`config.mk`:
```
export PLATFORM = sky130hd
export DESIGN_NAME = rti_timer
export DESIGN_NICKNAME = d
export VERILOG_FILES = /design/src/rtl/rti_pkg.sv /design/src/rtl/rti_datapath.sv /design/src/rtl/rti_control.sv /design/src/rtl/rti_timer.sv
export SDC_FILE = /design/constraint.sdc
export NUM_CORES = 1
export LEC_CHECK = 0
export BUFFER_PORTS_ARGS = -buffer_cell sky130_fd_sc_hd__buf_2
export CORE_ASPECT_RATIO = 0.7
export CORE_MARGIN = 2
export CORE_UTILIZATION = 50
export CTS_CLUSTER_SIZE = 12
export DETAILED_ROUTE_END_ITERATION = 6
export MAX_ROUTING_LAYER = met4
export PLACE_DENSITY_LB_ADDON = 0.2
export REMOVE_ABC_BUFFERS = 1
export SKIP_CTS_REPAIR_TIMING = 1
export SLEW_MARGIN = 25
export SYNTH_ARGS = -nofsm -noshare
export SYNTH_HDL_FRONTEND = slang
export SYNTH_SLANG_ARGS = --single-unit
```
`constraint.sdc`:
```
create_clock -name clk -period 3 [get_ports clk]
set_input_delay 0.45 -clock clk [delete_from_list [all_inputs] [get_ports clk]]
set_output_delay 0.45 -clock clk [all_outputs]
set_load 0.01 [all_outputs]
```
`src/rtl/rti_pkg.sv`:
```
package rti_pkg;
  // register addresses on the write port
  localparam logic [1:0] ADDR_RATE = 2'd0;
  localparam logic [1:0] ADDR_FLAG = 2'd1;
  localparam logic [1:0] ADDR_ENAB = 2'd2;
  localparam logic [1:0] ADDR_LPWR = 2'd3;

  // strobes from control to datapath
  typedef struct packed {
    logic restart; // zero both dividers
    logic run;     // advance the dividers this cycle
  } dpCtrl_t;
endpackage

```
`src/rtl/rti_datapath.sv`:
```
module rti_datapath
  import rti_pkg::*;
#(
  parameter int BASE_SHIFT = 9,
  parameter int N_W        = 3,
  parameter int M_W        = 4
) (
  input  logic           clk,
  input  logic           rstN,
  input  dpCtrl_t        ctrl,
  input  logic [N_W-1:0] rateN,
  input  logic [M_W-1:0] rateM,
  output logic           periodEnd
);
  localparam int PRE_W = BASE_SHIFT + (1 << N_W) - 1;

  logic [PRE_W-1:0] preCnt;
  logic [PRE_W-1:0] preMask;
  logic [M_W-1:0]   modCnt;
  logic             preTick;

  // prescaler terminal value: 2^(n+BASE_SHIFT)-1
  always_comb begin
    for (int i = 0; i < PRE_W; i++)
      preMask[i] = (i < (int'(rateN) + BASE_SHIFT));
  end

  assign preTick   = ctrl.run && (preCnt == preMask);
  assign periodEnd = preTick && (modCnt == rateM);

  always_ff @(posedge clk) begin
    if (!rstN || ctrl.restart) begin
      preCnt <= '0;
      modCnt <= '0;
    end else if (ctrl.run) begin
      if (preTick) begin
        preCnt <= '0;
        modCnt <= (modCnt == rateM) ? '0 : modCnt + M_W'(1);
      end else begin
        preCnt <= preCnt + PRE_W'(1);
      end
    end
  end


  restart_zero_chk: assert property (@(posedge clk) disable iff (!rstN)
    ctrl.restart |=> (preCnt == '0) && (modCnt == '0));


  hold_when_halted_chk: assert property (@(posedge clk) disable iff (!rstN)
    (!ctrl.run && !ctrl.restart) |=> $stable(preCnt) && $stable(modCnt));
endmodule

```
`src/rtl/rti_control.sv`:
```
module rti_control
  import rti_pkg::*;
#(
  parameter int N_W    = 3,
  parameter int M_W    = 4,
  parameter int DATA_W = 8
) (
  input  logic              clk,
  input  logic              rstN,
  input  logic              regWrEn,
  input  logic [1:0]        regAddr,
  input  logic [DATA_W-1:0] regWrData,
  input  logic              waitMode,
  input  logic              pseudoStop,
  input  logic              periodEnd,
  output dpCtrl_t           ctrl,
  output logic [N_W-1:0]    rateN,
  output logic [M_W-1:0]    rateM,
  output logic              flagQ,
  output logic              irqOut
);
  localparam int TOP_BIT = DATA_W - 1;

  logic enableQ, stopInWaitQ, runInPseudoQ;
  logic rateWr, flagClr, flagZeroWr, waitHalt, pseudoHalt;

  assign rateWr     = regWrEn && (regAddr == ADDR_RATE);
  assign flagClr    = regWrEn && (regAddr == ADDR_FLAG) && regWrData[TOP_BIT];
  assign flagZeroWr = regWrEn && (regAddr == ADDR_FLAG) && !regWrData[TOP_BIT];
  assign waitHalt   = waitMode && stopInWaitQ;
  assign pseudoHalt = pseudoStop && !runInPseudoQ;

  always_comb begin
    ctrl.restart = rateWr || (rateN == '0) || waitHalt;
    ctrl.run     = (rateN != '0) && !waitHalt && !pseudoHalt;
  end

  always_ff @(posedge clk) begin
    if (!rstN) begin
      rateN        <= '0;
      rateM        <= '0;
      enableQ      <= 1'b0;
      stopInWaitQ  <= 1'b0;
      runInPseudoQ <= 1'b0;
    end else if (regWrEn) begin
      case (regAddr)
        ADDR_RATE: begin
          rateN <= regWrData[M_W +: N_W];
          rateM <= regWrData[M_W-1:0];
        end
        ADDR_ENAB: enableQ <= regWrData[TOP_BIT];
        ADDR_LPWR: begin
          stopInWaitQ  <= regWrData[1];
          runInPseudoQ <= regWrData[0];
        end
        default: ;
      endcase
    end
  end

  // set takes priority over clear
  always_ff @(posedge clk) begin
    if (!rstN)          flagQ <= 1'b0;
    else if (periodEnd) flagQ <= 1'b1;
    else if (flagClr)   flagQ <= 1'b0;
  end

  assign irqOut = flagQ && enableQ;


  set_on_end_chk: assert property (@(posedge clk) disable iff (!rstN)
    periodEnd |=> flagQ);


  clear_works_chk: assert property (@(posedge clk) disable iff (!rstN)
    (flagClr && !periodEnd) |=> !flagQ);


  zero_write_chk: assert property (@(posedge clk) disable iff (!rstN)
    (flagZeroWr && !periodEnd) |=> $stable(flagQ));


  off_no_end_chk: assert property (@(posedge clk) disable iff (!rstN)
    (rateN == '0) |-> !periodEnd);
endmodule

```
`src/rtl/rti_timer.sv`:
```
module rti_timer
  import rti_pkg::*;
#(
  parameter int BASE_SHIFT = 9,
  parameter int N_W        = 3,
  parameter int M_W        = 4,
  parameter int DATA_W     = 8
) (
  input  logic              clk,
  input  logic              rstN,
  input  logic              regWrEn,
  input  logic [1:0]        regAddr,
  input  logic [DATA_W-1:0] regWrData,
  input  logic              waitMode,
  input  logic              pseudoStop,
  output logic              rtiFlag,
  output logic              rtiIrq
);
  dpCtrl_t        ctrl;
  logic [N_W-1:0] rateN;
  logic [M_W-1:0] rateM;
  logic           periodEnd;

  rti_control #(.N_W(N_W), .M_W(M_W), .DATA_W(DATA_W)) u_ctrl (
    .clk(clk), .rstN(rstN), .regWrEn(regWrEn), .regAddr(regAddr),
    .regWrData(regWrData), .waitMode(waitMode), .pseudoStop(pseudoStop),
    .periodEnd(periodEnd), .ctrl(ctrl), .rateN(rateN), .rateM(rateM),
    .flagQ(rtiFlag), .irqOut(rtiIrq)
  );

  rti_datapath #(.BASE_SHIFT(BASE_SHIFT), .N_W(N_W), .M_W(M_W)) u_dp (
    .clk(clk), .rstN(rstN), .ctrl(ctrl), .rateN(rateN), .rateM(rateM),
    .periodEnd(periodEnd)
  );
endmodule

```
Yosys cells after proc, flatten, opt, wreduce, memory -nomap -nowiden
Index checks and enable logic that the tools add are counted.
{"block": "word_totals", "regBits": 31, "latchBits": 0, "mem_bits_rw": 0, "romBits": 0, "output_inout_bits": 2, "memories": 0}
{"block": "op_classes", "n_addsub": 3, "n_mul": 0, "n_div": 0, "n_lt_le_gt_ge": 16, "n_eq_ne": 5, "shift": 0, "mux": 4, "bitwise_logic": 0, "reduce_logical": 25}
{"cell": "$lt 5x32->1 const A", "n": 8}
{"cell": "$lt 4x32->1 const A", "n": 4}
{"cell": "$lt 3x32->1 const A", "n": 2}
{"cell": "$lt 2x32->1 const A", "n": 1}
{"cell": "$add 16x1->16 const B", "n": 1}
{"cell": "$eq 16x16->1", "n": 1}
{"cell": "$mux 16", "n": 1}
{"cell": "$logic_and 1x1->1", "n": 10}
{"cell": "$reduce_and 2->1", "n": 4}
{"cell": "$add 3x4->5 const B", "n": 1}
{"cell": "$lt 1x5->1 const A", "n": 1}
{"cell": "$add 4x1->4 const B", "n": 1}
{"cell": "$eq 2x2->1 const B", "n": 2}
{"cell": "$eq 4x4->1", "n": 1}
{"cell": "$logic_not 1->1", "n": 4}
{"cell": "$mux 4", "n": 1}
{"cell": "$logic_not 3->1", "n": 1}
{"cell": "$logic_or 1x1->1", "n": 3}
{"cell": "$reduce_bool 3->1", "n": 1}
{"cell": "$eq 2x1->1 const B", "n": 1}
{"cell": "$logic_not 2->1", "n": 1}
{"cell": "$mux 1", "n": 2}
{"cell": "$reduce_bool 2->1", "n": 1}

Longest topological paths before layout
{"block": "depth", "depth_word": 7, "ltp_mapped": 10}

Modules after synthesis
Synthesis repeated with hierarchy kept, for this count alone.
{"block": "hier_totals", "cells_unflattened": 201, "area_unflattened_um2": 1756.7}
{"mod": "rti_datapath", "instances": 1, "cells_each": 149, "area_each_um2": 1267.5}
{"mod": "rti_control", "instances": 1, "cells_each": 52, "area_each_um2": 489.2}

Least setup slack after synthesis
Ideal clock, no wire load.
{"block": "synth_timing", "path_type": "reg-to-reg", "from": "reg u_ctrl.rateN[0]", "to": "reg u_dp.modCnt[2]", "arrival_ns": 2.670, "required_ns": 2.929, "setup_slack_ns": 0.259, "stages_incl_launch_ff": 10, "path_cell_list": "dfxtp_1 > ha_1 > ha_1 > buf_2 > or2_1 > nor4_1 > o221ai_1 > or4_4 > or4_1 > a21oi_1"}
{"block": "synth_between", "elab_chain_cells": 5}
{"element": "start: declaration", "line": "rti_control.sv:17", "source": "output logic [N_W-1:0] rateN,"}
{"element": "start signal: assignment", "line": "rti_control.sv:48", "source": "rateN <= regWrData[M_W +: N_W];"}
{"element": "$add 3x4->5 / $reduce_bool 3->1 (equally long branches)", "line": "rti_datapath.sv:25, rti_control.sv:35"}
{"element": "$lt 2x32->1, or another cell as far along", "line": "rti_datapath.sv:25", "source": "preMask[i] = (i < (int'(rateN) + BASE_SHIFT));"}
{"element": "$eq 16x16->1 / $logic_and 1x1->1 (equally long branches)", "line": "rti_datapath.sv:28, rti_control.sv:35"}
{"element": "$logic_and 1x1->1", "line": "rti_datapath.sv:28", "source": "assign preTick = ctrl.run && (preCnt == preMask);"}
{"element": "$reduce_and 2->1 (no source line)"}
{"element": "end signal: assignment", "line": "rti_datapath.sv:38", "source": "modCnt <= (modCnt == rateM) ? '0 : modCnt + M_W'(1);"}
{"element": "end: declaration", "line": "rti_datapath.sv:19", "source": "logic [M_W-1:0] modCnt;"}
Parallel ways exist; a longest one is shown, timed or not.
A chain may end at the register's enable or synchronous reset.

Worst setup path after layout
Same ends and word-level chain as after synthesis.

==> impl_metrics.ini <==
[outcome]
status = completed

[setup_path]
timing.rr.end = u_dp.modCnt[2]
rr_worst_depth = 9
worstPathRequired_ps = 3220
worstSetupEndpointType = flop
crit_path_max_incr_delay_ps = 580
crit_start = u_ctrl.rateN[0]
reg2reg_slack_ps = 280
crit_end = u_dp.modCnt[2]
critPathTopFamily = simple AND/OR/NAND/NOR gates
cp_num_buf_inv = 1
path_cells = ha_1, ha_2, buf_4, nor2_1, a31oi_1, mux2i_1, or4_4, or4_1, a21oi_1
worstSetupPathType = flop to flop
cp.arrival_ps = 2940
cp_max_fo = 7
crit_slowest_cell = or4_4
reg2reg_from = u_ctrl.rateN[0]
cp-start-kind = flop
cp_num_cells = 9

[logic_synthesis]
synth_cell_types = 47
synth_ff_type = dfxtp_1
async_flop_share = 0
synth_edf_count = 0
ys_warn_count = 0
syn_area_per_cell_um2 = 8.30
yosys.area.top_type_share = 0.330
synthTopCellsByArea = dfxtp_1 33%, mux2i_1 6.4%, xor2_1 6.0%
synth_top_area_cell = dfxtp_1
syn_area_um2 = 1880
ys_seq_area_frac = 0.330
syn_inst = 227
ys_seq_elements = 31

[clock_network]
htreeDepth = 2
cts_tree = yes
clockBufferDepth = 2
cts_num_sinks = 31
clock_latency_ps = 290
clockRootBuffer = clkbuf_8
numCtsBuffers = 5
clkTransAtPathRegs_ps = 70

[place]
dp_hpwl_um = 3190
place_congestion = 0.981
io_buffers = 16

[timing]
relSlewSlack = 0.691
worstMarginPinSlew_ps = 458
hold_violations = 0
drv_slew = 0
fin_crit_ps = 2720
min_period_over_period = 0.908
fin_skew_ps = 4.93
rsz0062_at_grt = no
setup-violations-final = 0
fmax_mhz = 367
tns_ps = 0

[pwr]
peakVddDrop_uv = 259
p_per_area_nw_per_um2 = 423
p_leak_nw = 0.902

[global_routing]
grt-ovfl-total = 0
antenna_found_initial = 0
grt_usage = 0.225
grt_pass1_vias = 1601
grt_util_met2 = 0.297
met1_usage = 0.327
grt_pass1_wl_um = 7470
grt_max_degree = 15
use_met3 = 0.0654
busiest_layer = met1

[detailed_routing]
wl_um = 4330
dr.pass1.iters = 4
initialDrtViolationCount = 178
drc = 0
avgRoutedWirePerCell_um = 14.4
ant_nets = 0
via_per_inst = 5.64
vias = 1699

[hold_path]
worstHoldPathType = input port to flop

[layout]
post-route-util = 0.611
fin_nets = 271
area_delta_synth_final_pct = 15.5
num_antenna_cells = 0
fillers = 359
seqCellArea_um2 = 622
final_layout_size_suffix_gt1_frac = 0.155
multi_input_area_um2 = 1210

[floorplanning]
die_w_um = 77.4
dieArea_um2 = 4280
initial_utilization = 0.529
coreArea_um2 = 3560
io_pins = 17
die_h_um = 55.3
rows = 18

[flow_run]
maxCapViolCount = 0
[per-stage QoR]
step	cell area, µm²	std cells	hold slack, ps	worst slack [ps]	power, W
floorplan	1840	218	469	134	0.000467
global placement	2050	293	487	315	0.000496
detailed placement	2050	293	495	228	0.000497
CTS	2170	301	415	217	0.000927
global route	2170	301	430	69.6	0.000956
finish	2170	301	421	276	0.000921
[routing by layer]
metal  wire, µm  vias to the layer above
met5          0                        -
met4         42                        0
met3        305                        6
met2       1760                       46
li1           -                      855
met1       2220                      792
[synthesized netlist by cell type, types with 2 or more instances]
master / n
mux2i_1: 12
and2_1: 4
or3_1: 5
nand3_1: 5
nand2_1: 19
clkbuf_1: 4
nand2b_1: 3
nor3b_1: 4
ha_1: 6
dfxtp_1: 31
a21oi_1: 10
nor4_1: 7
nor2_1: 26
buf_2: 5
o31ai_1: 2
inv_1: 3
xnor2_1: 7
nand4b_1: 3
nor2b_1: 14
nand4_1: 4
o21ai_0: 4
and3_1: 10
nor3_1: 3
xor2_1: 13
[cell families after synthesis]
logic type,synth area share
muxes,0.0638
and+or+nand+nor,0.333
xor gates and xnor gates,0.0930
adders and majority gates,0.0399
DFF,0.330
buffers and inverters,0.0272
AOI/OAI and AO/OA,0.114
[state kept, by name, summed over array words and instances (netlist names)]
| name | cells |
|---|---|
| u_dp.modCnt | 4 |
| u_ctrl.stopInWaitQ | 1 |
| u_ctrl.rateN | 3 |
| u_dp.preCnt | 16 |
| u_ctrl.runInPseudoQ | 1 |
| u_ctrl.rateM | 4 |
| u_ctrl.flagQ | 1 |
| u_ctrl.enableQ | 1 |
[placed cells by master (no fill, tap or decap), types with 2 or more instances in the layout]
cell type / n
xnor2_1: 7
dfxtp_1: 30
nand2_1: 19
mux2i_1: 12
ha_1: 5
and2_1: 4
buf_4: 9
nand2b_1: 3
nor3b_1: 4
o21ai_0: 4
xor2_1: 13
nand4_1: 4
nor2b_1: 14
clkbuf_8: 6
or3_1: 5
a21oi_1: 10
nor3_1: 3
inv_1: 3
nor4_1: 7
nand4b_1: 3
o31ai_1: 2
nor2_1: 26
buf_2: 16
nand3_1: 5
and3_1: 10
[final cells by class]
cell class | count | area share
sequential | 31 | 0.286
timing repair buffer | 25 | 0.0679
tap | 50 | 0.0288
clock inverter | 2 | 0.0161
inverter | 3 | 0.00518
clock buffer | 6 | 0.0380
multi-input combinational | 184 | 0.558
[worst min-delay path by stage]
stage | cells past startpoint | to | startpoint
detailed placement | 2 | u_ctrl.flagQ | u_ctrl.flagQ
global placement | 2 | u_ctrl.flagQ | u_ctrl.flagQ
CTS | 3 | u_ctrl.rateN[1] | regWrData[5]
finish | 3 | u_ctrl.rateN[0] | regWrData[4]
floorplan | 2 | u_dp.modCnt[3] | u_dp.modCnt[3]
global route | 3 | u_ctrl.rateN[0] | regWrData[4]
[where the power goes]
group | internal (W) | switching [W] | total, W
combinational | 0.0000308 | 0.0000386 | 0.0000695
sequential | 0.000416 | 0.00000344 | 0.000420
clock | 0.000269 | 0.000163 | 0.000432
[worst register-to-register path: stages (launching register included)]
cell and delay [ps]:
dfxtp_2 350, ha_1 220, ha_2 340, buf_4 150, nor2_1 70, a31oi_1 170
mux2i_1 120, or4_4 580, or4_1 510, a21oi_1 140
Note: power is estimated with default switching activity, not from simulation.
